## src/rtl/mtap_pkg.sv

```systemverilog
// Shared types for the four-player tap host reader.
// Assumes: nothing beyond the definitions here.
package mtap_pkg;

    // Sequencer phases; each non-idle phase lasts one dwell period.
    typedef enum logic [2:0] {
        PH_IDLE     = 3'd0,
        PH_PROBE_LO = 3'd1,
        PH_PROBE_HI = 3'd2,
        PH_LOAD_HI  = 3'd3,
        PH_LOAD_LO  = 3'd4,
        PH_BIT_HI   = 3'd5,
        PH_BIT_LO   = 3'd6
    } phase_t;

    // Levels of the three host-driven port lines.
    typedef struct packed {
        logic load;
        logic sclk;
        logic drv;
    } lines_t;

endpackage

```

## src/rtl/mtap_sync.sv

```systemverilog
// Multi-stage synchronizer for the asynchronous tap inputs.
// Assumes: each bit is independent; a skew of one cycle between bits
// is harmless because sampling happens well after every line has settled.
module mtap_sync #(
    parameter int W      = 5,
    parameter int STAGES = 2
) (
    input  logic         clk,
    input  logic         rst_n,
    input  logic [W-1:0] d_i,
    output logic [W-1:0] q_o
);

    logic [STAGES-1:0][W-1:0] chain_q;

    // Shift the raw inputs through the flop chain.
    always_ff @(posedge clk) begin
        if (!rst_n) begin
            chain_q <= '0;
        end else begin
            chain_q[0] <= d_i;
            for (int s = 1; s < STAGES; s++) begin
                chain_q[s] <= chain_q[s-1];
            end
        end
    end

    assign q_o = chain_q[STAGES-1];

endmodule

```

## src/rtl/mtap_dwell.sv

```systemverilog
// Phase timer: each restart begins a period of the captured dwell length.
// Assumes: latch_i and restart_i are asserted together on a start, so the
// first period uses the freshly clamped value.
module mtap_dwell #(
    parameter int DW  = 8,
    parameter int MIN = 3
) (
    input  logic          clk,
    input  logic          rst_n,
    input  logic          latch_i,
    input  logic [DW-1:0] dwell_i,
    input  logic          restart_i,
    output logic          expire_o
);

    localparam logic [DW-1:0] MIN_V = DW'(MIN);

    logic [DW-1:0] eff_q;
    logic [DW-1:0] cnt_q;
    logic [DW-1:0] clamp_v;
    logic [DW-1:0] load_v;

    // Raise a too-short request to the minimum safe hold.
    assign clamp_v = (dwell_i < MIN_V) ? MIN_V : dwell_i;
    assign load_v  = latch_i ? clamp_v : eff_q;

    // Keep the dwell chosen at start for the whole transaction.
    always_ff @(posedge clk) begin
        if (!rst_n) begin
            eff_q <= MIN_V;
        end else if (latch_i) begin
            eff_q <= clamp_v;
        end
    end

    // Count down the current phase; zero marks its last cycle.
    always_ff @(posedge clk) begin
        if (!rst_n) begin
            cnt_q <= '0;
        end else if (restart_i) begin
            cnt_q <= load_v - 1'b1;
        end else if (cnt_q != '0) begin
            cnt_q <= cnt_q - 1'b1;
        end
    end

    assign expire_o = (cnt_q == '0);

endmodule

```

## src/rtl/mtap_seq.sv

```systemverilog
// Transaction sequencer: presence probe, load pulse and bit clocking.
// Assumes: sense_s_i is already synchronized and expire_i marks the last
// cycle of each phase. Starts are taken only in the idle phase.
module mtap_seq #(
    parameter int BITS = 8,
    localparam int CW  = $clog2(BITS + 2)
) (
    input  logic            clk,
    input  logic            rst_n,
    input  logic            start_i,
    input  logic            id_mode_i,
    input  logic            sense_s_i,
    input  logic            expire_i,
    output logic            latch_o,
    output logic            restart_o,
    output logic            sample_o,
    output logic            hit_o,
    output logic            miss_o,
    output logic            mode_o,
    output logic            busy_o,
    output logic            done_o,
    output mtap_pkg::lines_t lines_o
);
    import mtap_pkg::*;

    localparam logic [CW-1:0] LAST_BTN = CW'(BITS - 1);
    localparam logic [CW-1:0] LAST_ID  = CW'(BITS);

    phase_t      st_q, st_d;
    logic [CW-1:0] bit_q;
    logic        mode_q;
    logic        done_q;
    logic        accept;
    logic        last_bit;

    assign last_bit = (bit_q == (mode_q ? LAST_ID : LAST_BTN));

    // Next phase and the per-transition strobes.
    always_comb begin
        st_d     = st_q;
        accept   = 1'b0;
        sample_o = 1'b0;
        hit_o    = 1'b0;
        miss_o   = 1'b0;
        case (st_q)
            PH_IDLE: begin
                if (start_i) begin
                    st_d   = PH_PROBE_LO;
                    accept = 1'b1;
                end
            end
            PH_PROBE_LO: begin
                if (expire_i) begin
                    if (!sense_s_i) begin
                        st_d   = PH_IDLE;
                        miss_o = 1'b1;
                    end else begin
                        st_d = PH_PROBE_HI;
                    end
                end
            end
            PH_PROBE_HI: begin
                if (expire_i) begin
                    if (sense_s_i) begin
                        st_d   = PH_IDLE;
                        miss_o = 1'b1;
                    end else begin
                        st_d = PH_LOAD_HI;
                    end
                end
            end
            PH_LOAD_HI: if (expire_i) st_d = PH_LOAD_LO;
            PH_LOAD_LO: if (expire_i) st_d = PH_BIT_HI;
            PH_BIT_HI:  if (expire_i) st_d = PH_BIT_LO;
            PH_BIT_LO: begin
                if (expire_i) begin
                    sample_o = 1'b1;
                    if (last_bit) begin
                        st_d  = PH_IDLE;
                        hit_o = 1'b1;
                    end else begin
                        st_d = PH_BIT_HI;
                    end
                end
            end
            default: st_d = PH_IDLE;
        endcase
    end

    // Phase register.
    always_ff @(posedge clk) begin
        if (!rst_n) st_q <= PH_IDLE;
        else        st_q <= st_d;
    end

    // Bit counter and transaction mode, both set at start.
    always_ff @(posedge clk) begin
        if (!rst_n) begin
            bit_q  <= '0;
            mode_q <= 1'b0;
        end else if (accept) begin
            bit_q  <= '0;
            mode_q <= id_mode_i;
        end else if (sample_o) begin
            bit_q  <= bit_q + 1'b1;
        end
    end

    // Done pulse, aligned with the result update and the return to idle.
    always_ff @(posedge clk) begin
        if (!rst_n) done_q <= 1'b0;
        else        done_q <= hit_o | miss_o;
    end

    // Line levels for each phase.
    always_comb begin
        case (st_q)
            PH_PROBE_LO: lines_o = '{load: 1'b0, sclk: 1'b0, drv: 1'b0};
            PH_PROBE_HI: lines_o = '{load: 1'b0, sclk: 1'b1, drv: 1'b0};
            PH_LOAD_HI:  lines_o = '{load: 1'b1, sclk: 1'b1, drv: 1'b0};
            PH_LOAD_LO:  lines_o = '{load: 1'b0, sclk: 1'b1, drv: 1'b0};
            PH_BIT_HI:   lines_o = '{load: 1'b0, sclk: 1'b1, drv: 1'b0};
            PH_BIT_LO:   lines_o = '{load: 1'b0, sclk: 1'b0, drv: 1'b0};
            default:     lines_o = '{load: 1'b1, sclk: 1'b1, drv: 1'b1};
        endcase
    end

    assign latch_o   = accept;
    assign restart_o = accept | ((st_q != PH_IDLE) & expire_i);
    assign mode_o    = mode_q;
    assign busy_o    = (st_q != PH_IDLE);
    assign done_o    = done_q;

endmodule

```

## src/rtl/mtap_results.sv

```systemverilog
// Per-socket shift registers and the result registers they commit into.
// Assumes: hit_i coincides with the final sample_i, so the committed value
// includes that last bit; miss_i never coincides with sample_i.
module mtap_results #(
    parameter int NPORT = 4,
    parameter int BITS  = 8,
    parameter int PW    = 3
) (
    input  logic                  clk,
    input  logic                  rst_n,
    input  logic [NPORT-1:0]      data_s_i,
    input  logic                  sample_i,
    input  logic                  hit_i,
    input  logic                  miss_i,
    input  logic                  mode_i,
    output logic [NPORT*BITS-1:0] pads_o,
    output logic [NPORT-1:0]      id_o,
    output logic                  present_o,
    output logic [PW-1:0]         players_o
);

    for (genvar k = 0; k < NPORT; k++) begin : g_port
        logic [BITS-1:0] work_q;
        logic [BITS-1:0] work_d;
        logic [BITS-1:0] pad_q;
        logic            id_q;

        // First bit sampled ends up in the most significant position.
        assign work_d = {work_q[BITS-2:0], data_s_i[k]};

        // Collect this socket's serial stream.
        always_ff @(posedge clk) begin
            if (!rst_n)        work_q <= '0;
            else if (sample_i) work_q <= work_d;
        end

        // Commit the button byte, or clear it when no tap answered.
        always_ff @(posedge clk) begin
            if (!rst_n)                 pad_q <= '0;
            else if (hit_i && !mode_i)  pad_q <= work_d;
            else if (miss_i && !mode_i) pad_q <= '0;
        end

        // Commit the identity bit taken from the last sample.
        always_ff @(posedge clk) begin
            if (!rst_n)                id_q <= 1'b0;
            else if (hit_i && mode_i)  id_q <= work_d[0];
            else if (miss_i && mode_i) id_q <= 1'b0;
        end

        assign pads_o[k*BITS +: BITS] = pad_q;
        assign id_o[k]                = id_q;
    end

    // Presence flag and player count, updated on every completion.
    always_ff @(posedge clk) begin
        if (!rst_n) begin
            present_o <= 1'b0;
            players_o <= PW'(1);
        end else if (hit_i) begin
            present_o <= 1'b1;
            players_o <= PW'(NPORT);
        end else if (miss_i) begin
            present_o <= 1'b0;
            players_o <= PW'(1);
        end
    end

endmodule

```

## src/rtl/mtap_host.sv

```systemverilog
// Host-side controller for one joystick port with a four-player tap.
// Probes for the tap, then reads either one button byte per socket or the
// tap identity. Assumes the tap returns sclk_o inverted on sense_i and
// shifts its sockets out together on rising sclk_o.
module mtap_host #(
    parameter int  NPORT       = 4,
    parameter int  BITS        = 8,
    parameter int  DWELL_W     = 8,
    parameter int  SYNC_STAGES = 2,
    localparam int PW          = $clog2(NPORT + 1)
) (
    input  logic                  clk,
    input  logic                  rst_n,
    input  logic                  start_i,
    input  logic                  id_mode_i,
    input  logic [DWELL_W-1:0]    dwell_i,
    input  logic [NPORT-1:0]      data_i,
    input  logic                  sense_i,
    output logic                  load_o,
    output logic                  sclk_o,
    output logic                  sense_drv_o,
    output logic                  busy_o,
    output logic                  done_o,
    output logic                  present_o,
    output logic [PW-1:0]         players_o,
    output logic [NPORT*BITS-1:0] pads_o,
    output logic [NPORT-1:0]      id_o
);
    import mtap_pkg::*;

    localparam int MIN_DWELL = SYNC_STAGES + 1;

    logic [NPORT:0]   in_s;
    logic             expire, latch, restart, sample, hit, miss, mode;
    lines_t           lines;

    mtap_sync #(.W(NPORT + 1), .STAGES(SYNC_STAGES)) u_sync (
        .clk   (clk),
        .rst_n (rst_n),
        .d_i   ({sense_i, data_i}),
        .q_o   (in_s)
    );

    mtap_dwell #(.DW(DWELL_W), .MIN(MIN_DWELL)) u_dwell (
        .clk       (clk),
        .rst_n     (rst_n),
        .latch_i   (latch),
        .dwell_i   (dwell_i),
        .restart_i (restart),
        .expire_o  (expire)
    );

    mtap_seq #(.BITS(BITS)) u_seq (
        .clk       (clk),
        .rst_n     (rst_n),
        .start_i   (start_i),
        .id_mode_i (id_mode_i),
        .sense_s_i (in_s[NPORT]),
        .expire_i  (expire),
        .latch_o   (latch),
        .restart_o (restart),
        .sample_o  (sample),
        .hit_o     (hit),
        .miss_o    (miss),
        .mode_o    (mode),
        .busy_o    (busy_o),
        .done_o    (done_o),
        .lines_o   (lines)
    );

    mtap_results #(.NPORT(NPORT), .BITS(BITS), .PW(PW)) u_res (
        .clk       (clk),
        .rst_n     (rst_n),
        .data_s_i  (in_s[NPORT-1:0]),
        .sample_i  (sample),
        .hit_i     (hit),
        .miss_i    (miss),
        .mode_i    (mode),
        .pads_o    (pads_o),
        .id_o      (id_o),
        .present_o (present_o),
        .players_o (players_o)
    );

    assign load_o      = lines.load;
    assign sclk_o      = lines.sclk;
    assign sense_drv_o = lines.drv;

endmodule

```

## config.mk

```make
export PLATFORM = sky130hd
export DESIGN_NAME = mtap_host
export DESIGN_NICKNAME = d
export VERILOG_FILES = /design/src/rtl/mtap_pkg.sv /design/src/rtl/mtap_sync.sv /design/src/rtl/mtap_dwell.sv /design/src/rtl/mtap_seq.sv /design/src/rtl/mtap_results.sv /design/src/rtl/mtap_host.sv
export SDC_FILE = /design/constraint.sdc
export NUM_CORES = 1
export LEC_CHECK = 0
export CAP_MARGIN = 20
export CORE_MARGIN = 2
export CORE_UTILIZATION = 49
export DETAILED_ROUTE_END_ITERATION = 7
export PLACE_DENSITY = 0.76
export SLEW_MARGIN = 20
export SYNTH_ARGS = -nofsm -noshare
export SYNTH_HDL_FRONTEND = slang
export SYNTH_HIERARCHICAL = 1
export SYNTH_SLANG_ARGS = --single-unit
```

## constraint.sdc

```tcl
create_clock -name clk -period 2.5 [get_ports clk]
set_input_delay 0.5 -clock clk [delete_from_list [all_inputs] [get_ports clk]]
set_output_delay 0.5 -clock clk [all_outputs]
set_load 0.03 [all_outputs]
```

Word level (Yosys, flattened, before mapping)
Cells that the tools add are included.
{ "totals": {"inputBits": 17, "out_inout_bits": 45, "wordCells": 104, "regBits": 102} }
{ "op_classes": {"n_addsub": 3, "order_cmp": 1, "n_reduce_logical": 17, "bitwise_logic": 4, "n_eq_ne": 14, "n_mux": 43} }
{ "op_table": {"columns": ["cell", "count"], "rows": [
  ["$mux W8", 9],
  ["$mux W3", 10],
  ["$pmux W3 S7", 1],
  ["$mux W1", 18],
  ["$sub A8 B1 Y8 const B", 2],
  ["$ne A2 B1 Y1 const B", 6],
  ["$eq A3 B3 Y1 const B", 3],
  ["$pmux W3 S3", 1],
  ["$logic_not A8 Y1", 1],
  ["$lt A8 B2 Y1 const B", 1],
  ["$reduce_bool A2 Y1", 4],
  ["$reduce_bool A8 Y1", 1],
  ["$reduce_and A7 Y1", 1],
  ["$eq A3 B2 Y1 const B", 2],
  ["$add A4 B1 Y4 const B", 1],
  ["$eq A4 B4 Y1", 1],
  ["$logic_and A1 B1 Y1", 4],
  ["$mux W2", 2],
  ["$mux W4", 1],
  ["$reduce_or A2 Y1", 2],
  ["$eq A3 B1 Y1 const B", 1],
  ["$logic_not A3 Y1", 1],
  ["$reduce_bool A3 Y1", 1],
  ["$reduce_or A3 Y1", 1],
  ["other kinds (6)", 7]
]} }

Depth between registers and ports, before layout
{ "depth": {"word_depth": 7, "ltp_mapped": 13, "depth_no_buf": 10} }

By module
The synthesis kept the hierarchy.
{ "by_module_without_submodules": {"columns": ["module", "area_each_um2", "seq_area_each_um2", "cells_per_inst", "n_inst"], "rows": [
  ["mtap_results", 2566.2, 1321.3, 261, 1],
  ["mtap_dwell", 839.6, 320.3, 96, 1],
  ["mtap_seq", 613.1, 180.2, 77, 1],
  ["mtap_sync", 300.3, 200.2, 25, 1]
]} }

Least setup slack after synthesis
OpenSTA, ideal clock, no wires.
{ "synth_path": {"path_type": "register to register", "start": "register u_dwell.cnt_q[4]", "end": "register u_dwell.cnt_q[6]", "arrival_ns": 2.617, "setup_ns": 0.071, "setup_slack_ns": -0.188, "stages_incl_launch_ff": 14, "required_time_ns": 2.429, "synth_period_minus_slack_ns": 2.688, "path_cell_list": "dfxtp_1 nor4_1 nand2_1 nor2_1 buf_2 nand2_1 nand2_1 buf_4 clkbuf_1 mux2i_1 ha_1 o21ai_1 or4_1 a21oi_1"} }
{ "synth_via": {"elab_chain_len": 4, "elab_cells_between_ends": 8, "cone_classes": "add/sub (1); mux (2); bitwise (2); reduce/logical (3)"} }
{ "synth_rtl": {"columns": ["element", "line_no", "source"], "rows": [
  ["start: declaration", "mtap_dwell.sv:19", "logic [DW-1:0] cnt_q;"],
  ["start signal: assignment", "mtap_dwell.sv:41", "cnt_q <= load_v - 1'b1;"],
  ["start signal: assignment", "mtap_dwell.sv:43", "cnt_q <= cnt_q - 1'b1;"],
  ["$logic_not A8 Y1 *", "mtap_dwell.sv:47", "assign expire_o = (cnt_q == '0);"],
  ["via expire", "mtap_host.sv:34", "logic expire, latch, restart, sample, hit, miss, mode;"],
  ["$and A1 B1 Y1 *", "mtap_seq.sv:129", "assign restart_o = accept | ((st_q != PH_IDLE) & expire_i);"],
  ["$or A1 B1 Y1 *", "mtap_seq.sv:129", null],
  ["via restart", "mtap_host.sv:34", null],
  ["$mux W8 or $reduce_bool A2 Y1 (tied branches)", null, null]
]} }
The timed path passes the listed nets; every way through them passes the cells marked *. The select of a mux whose other input is x is not followed.
A chain may end at the register's enable or synchronous reset.

Worst setup path in the final report
{ "layout_path": {"start": "register u_dwell.cnt_q[4]", "end": "register u_dwell.cnt_q[7]"} }
Same word-level chain as after synthesis.

==> metrics.txt <==
largest area contributor in the netlist=dfxtp_1; CP max FO=7; pin count of the biggest net entering global routing=between 60 and 70; Fin. Hold Viols=0; crit path launch type=flip-flop; slew margin rel.=around two thirds; top cell type's share of synthesized area=46.8%; number of synthesized flops with an enable pin=0; Post-Synth Simple-Gate Area=21.6%; CTS clock-pin slew for the worst setup and hold paths=~0.090 ns; initial antenna violation count=0; clk sinks=~100; Final Power=4.44 mW; sequential-to-total area share from yosys stat=roughly 47%; CTS root buf=clkbuf_8; XOR/XNOR Fraction of Synth Area=~1.2%; Yosys reg bits=a little over 100; top_reg_cell synth=dfxtp_1; post-synthesis adder-cell area fraction=0.869%; GRT overflow=0; Mapped Cells=approximately 460; RePlAce Congestion=around 0.81; DRT Wirelength=8480 µm; setup_tns=0 ns; TritonCTS clock tree=done; crit share post-route=a little over nine tenths; die area=approximately 9600 µm²; DR iter-0 viols=134; Slew @ Worst Pin=slightly above 0.5 ns; syn nets=479; clock latency on the worst-skew pair=between 0.3 and 0.4 ns; Post-Place Cell Area=between 4000 and 5000 µm²; Min-Delay Path Class=flip-flop to flip-flop; antenna cells=0; Ports=62; peak supply drop=between 0.7 and 0.8 mV; Pleak=between 1.5 and 2 nW; Yosys cell types=53; R2R Path Start=u_dwell/cnt_q[4]; top cells by count, synth=101 x dfxtp_1, 89 x nand2_1, 37 x mux2i_1, 37 x nor2b_1, 32 x o22ai_1; final HPWL from detailed placement=between 5000 and 6000 µm; worst hold start=u_sync/chain_q[2]; share of post-route cells with drive strength above 1=14.5%; mux cell area share after synthesis=under 10%; status=finished, final reports clean; Rows=34; maximum buffer depth of the clock tree=2; Chip Height=97.9 µm; most common cell in the synthesized netlist=dfxtp_1; largest family of logic cells by synthesized area=simple AND/OR/NAND/NOR gates; max-capacitance violation count=0; Post-Syn Area=approximately 4300 µm²; hold slack=approximately 0.44 ns; vias in the first global route=approximately 3100; Post-route DRC=0; Avg Vias per Cell=about 5.2; min Tclk post-route=2.40 ns; Port Buf Inserts=60; Worst Path Required=between 2 and 3 ns; first-pass GRT wire length=between 10000 and 15000 µm; Setup WS post-layout=0.100 ns; number of detailed-route iterations in the first pass=4; Worst Path Arrival=between 2 and 3 ns; core area=approximately 8600 µm²; fmax=0.417 GHz; Async S/R FF share, synth=0%; Place WS=-0.212 ns; clk_skew=approximately 0.01 ns; die width=approximately 98 µm; Area contributors post-synth=dfxtp_1 47%, mux2i_1 8.6%, nand2_1 7.7%; fin. max-slew vios=0; nets=540; initial core utilization=50.0%; final count of negative-setup-slack endpoints=0; Setup crit end kind=flip-flop; Pwr per Cell Area=approximately 850 nW/µm²; CP startpoint=u_dwell/cnt_q[4]; Max H-tree Level=3; cts bufs inserted=9; via count=between 3000 and 4000; Final Cell Area=5240 µm²; post-synthesis compound-gate area fraction=about an eighth; YS warnings=6; Final ANT Viol Nets=0; Mean Syn Cell Area=between 9 and 10 µm²; critical path class=flip-flop to flip-flop; Total GRT Usage=approximately 18%; Syn-to-layout area delta=21.3%; routed wire length per instance=roughly 13 µm
==> per-stage QoR <==
stage / util, % / instances
after global routing: 60.7 / 633
after floorplan: - / 459
final: 60.7 / 633
after CTS: 60.2 / 632
after detailed placement: 57.7 / 616
after global placement: 57.7 / 616
==> what timing repair did <==
item,4_1_cts,5_1_grt
pin swaps,0,2
resized for setup,1,7
cloned,0,0
setup buffers,0,1
hold buffers,0,0
endpoints found under the setup margin,1,5
==> path summary, 6_finish.rpt <==
kind                 endpoint  depth (start not counted)  slack (ns)
max reg2reg  u_dwell/cnt_q[7]                         10        0.10
min reg2reg     u_sync/q_o[2]                          1        0.44
min             u_sync/q_o[2]                          1        0.44
max          u_dwell/cnt_q[7]                         10        0.10
==> logic make-up (layout without fill, tap and decap cells) <==
family                     after synthesis  after routing
other                                    1              1
AOI/OAI and AO/OA                       75             75
DFF                                    101            101
buffers and inverters                   48            114
adders and majority gates                3              3
and+or+nand+nor                        187            187
muxes                                   38             38
xor gates and xnor gates                 6              6
==> state kept, by name, summed over array words and instances (netlist names) <==
register and cells:
u_seq/bit_q 4, u_res/players_o 1, u_dwell/eff_q 8, u_res/present_o 1, u_seq/done_o 1, u_dwell/cnt_q 8
u_seq/mode_o 1, u_res/g_port.work_q 28, u_res/g_port.pad_q 32, u_res/g_port.id_q 4, u_seq/st_q 3, u_sync/q_o 5
u_sync/chain_q 5
==> report_power, final <==
group          switching, mW  internal (mW)  total (mW)  leakage [nW]
combinational          0.833          0.723        1.56         0.904
clock                  0.533          0.564        1.10         0.110
sequential            0.0801           1.71        1.79         0.819
total                   1.45           3.00        4.44          1.83
==> cell type report <==
cell class,count,area (µm²)
clock buffer,10,128
clock inverter,6,87.6
fill,756,3400
inverter,9,36.3
multi-input combinational,310,1990
sequential,101,2020
tap,108,135
timing repair buffer,89,843
==> metal layers <==
metal | track usage (%) | part of all wire [%] | wire [µm]
met2 | 29.7 | 49 | 4200
met3 | 4.08 | 3.6 | 302
met1 | 23.7 | 46 | 3930
met4 | 5.13 | 0.64 | 54
met5 | 0 | 0 | 0
==> critical path, cell delays in order, from the launching register on <==
cell	delay [ns]
dfxtp_1	0.33
nor4_2	0.28
nand2_1	0.12
nor2_1	0.14
nand2_1	0.10
nand2_2	0.14
nor4b_2	0.22
a31o_2	0.17
o21ai_2	0.08
a2111oi_4	0.38
mux2_4	0.33
==> placed cells by master (no fill, tap or decap), types with 3 or more instances in the layout <==
cell type,netlist,final
a21oi_1,14,14
a31oi_1,3,3
and2_1,12,12
buf_4,17,28
clkbuf_8,0,9
clkdlybuf4s50_1,0,58
dfxtp_1,101,101
inv_1,8,8
mux2i_1,37,36
nand2_1,89,87
nand2_2,2,4
nand3_1,3,3
nor2_1,21,21
nor2b_1,37,37
nor3_1,5,4
o21a_1,4,4
o22ai_1,32,32
o22ai_2,6,6
xnor2_1,3,3
xor2_1,3,3
(Power assumes the default switching activity.)
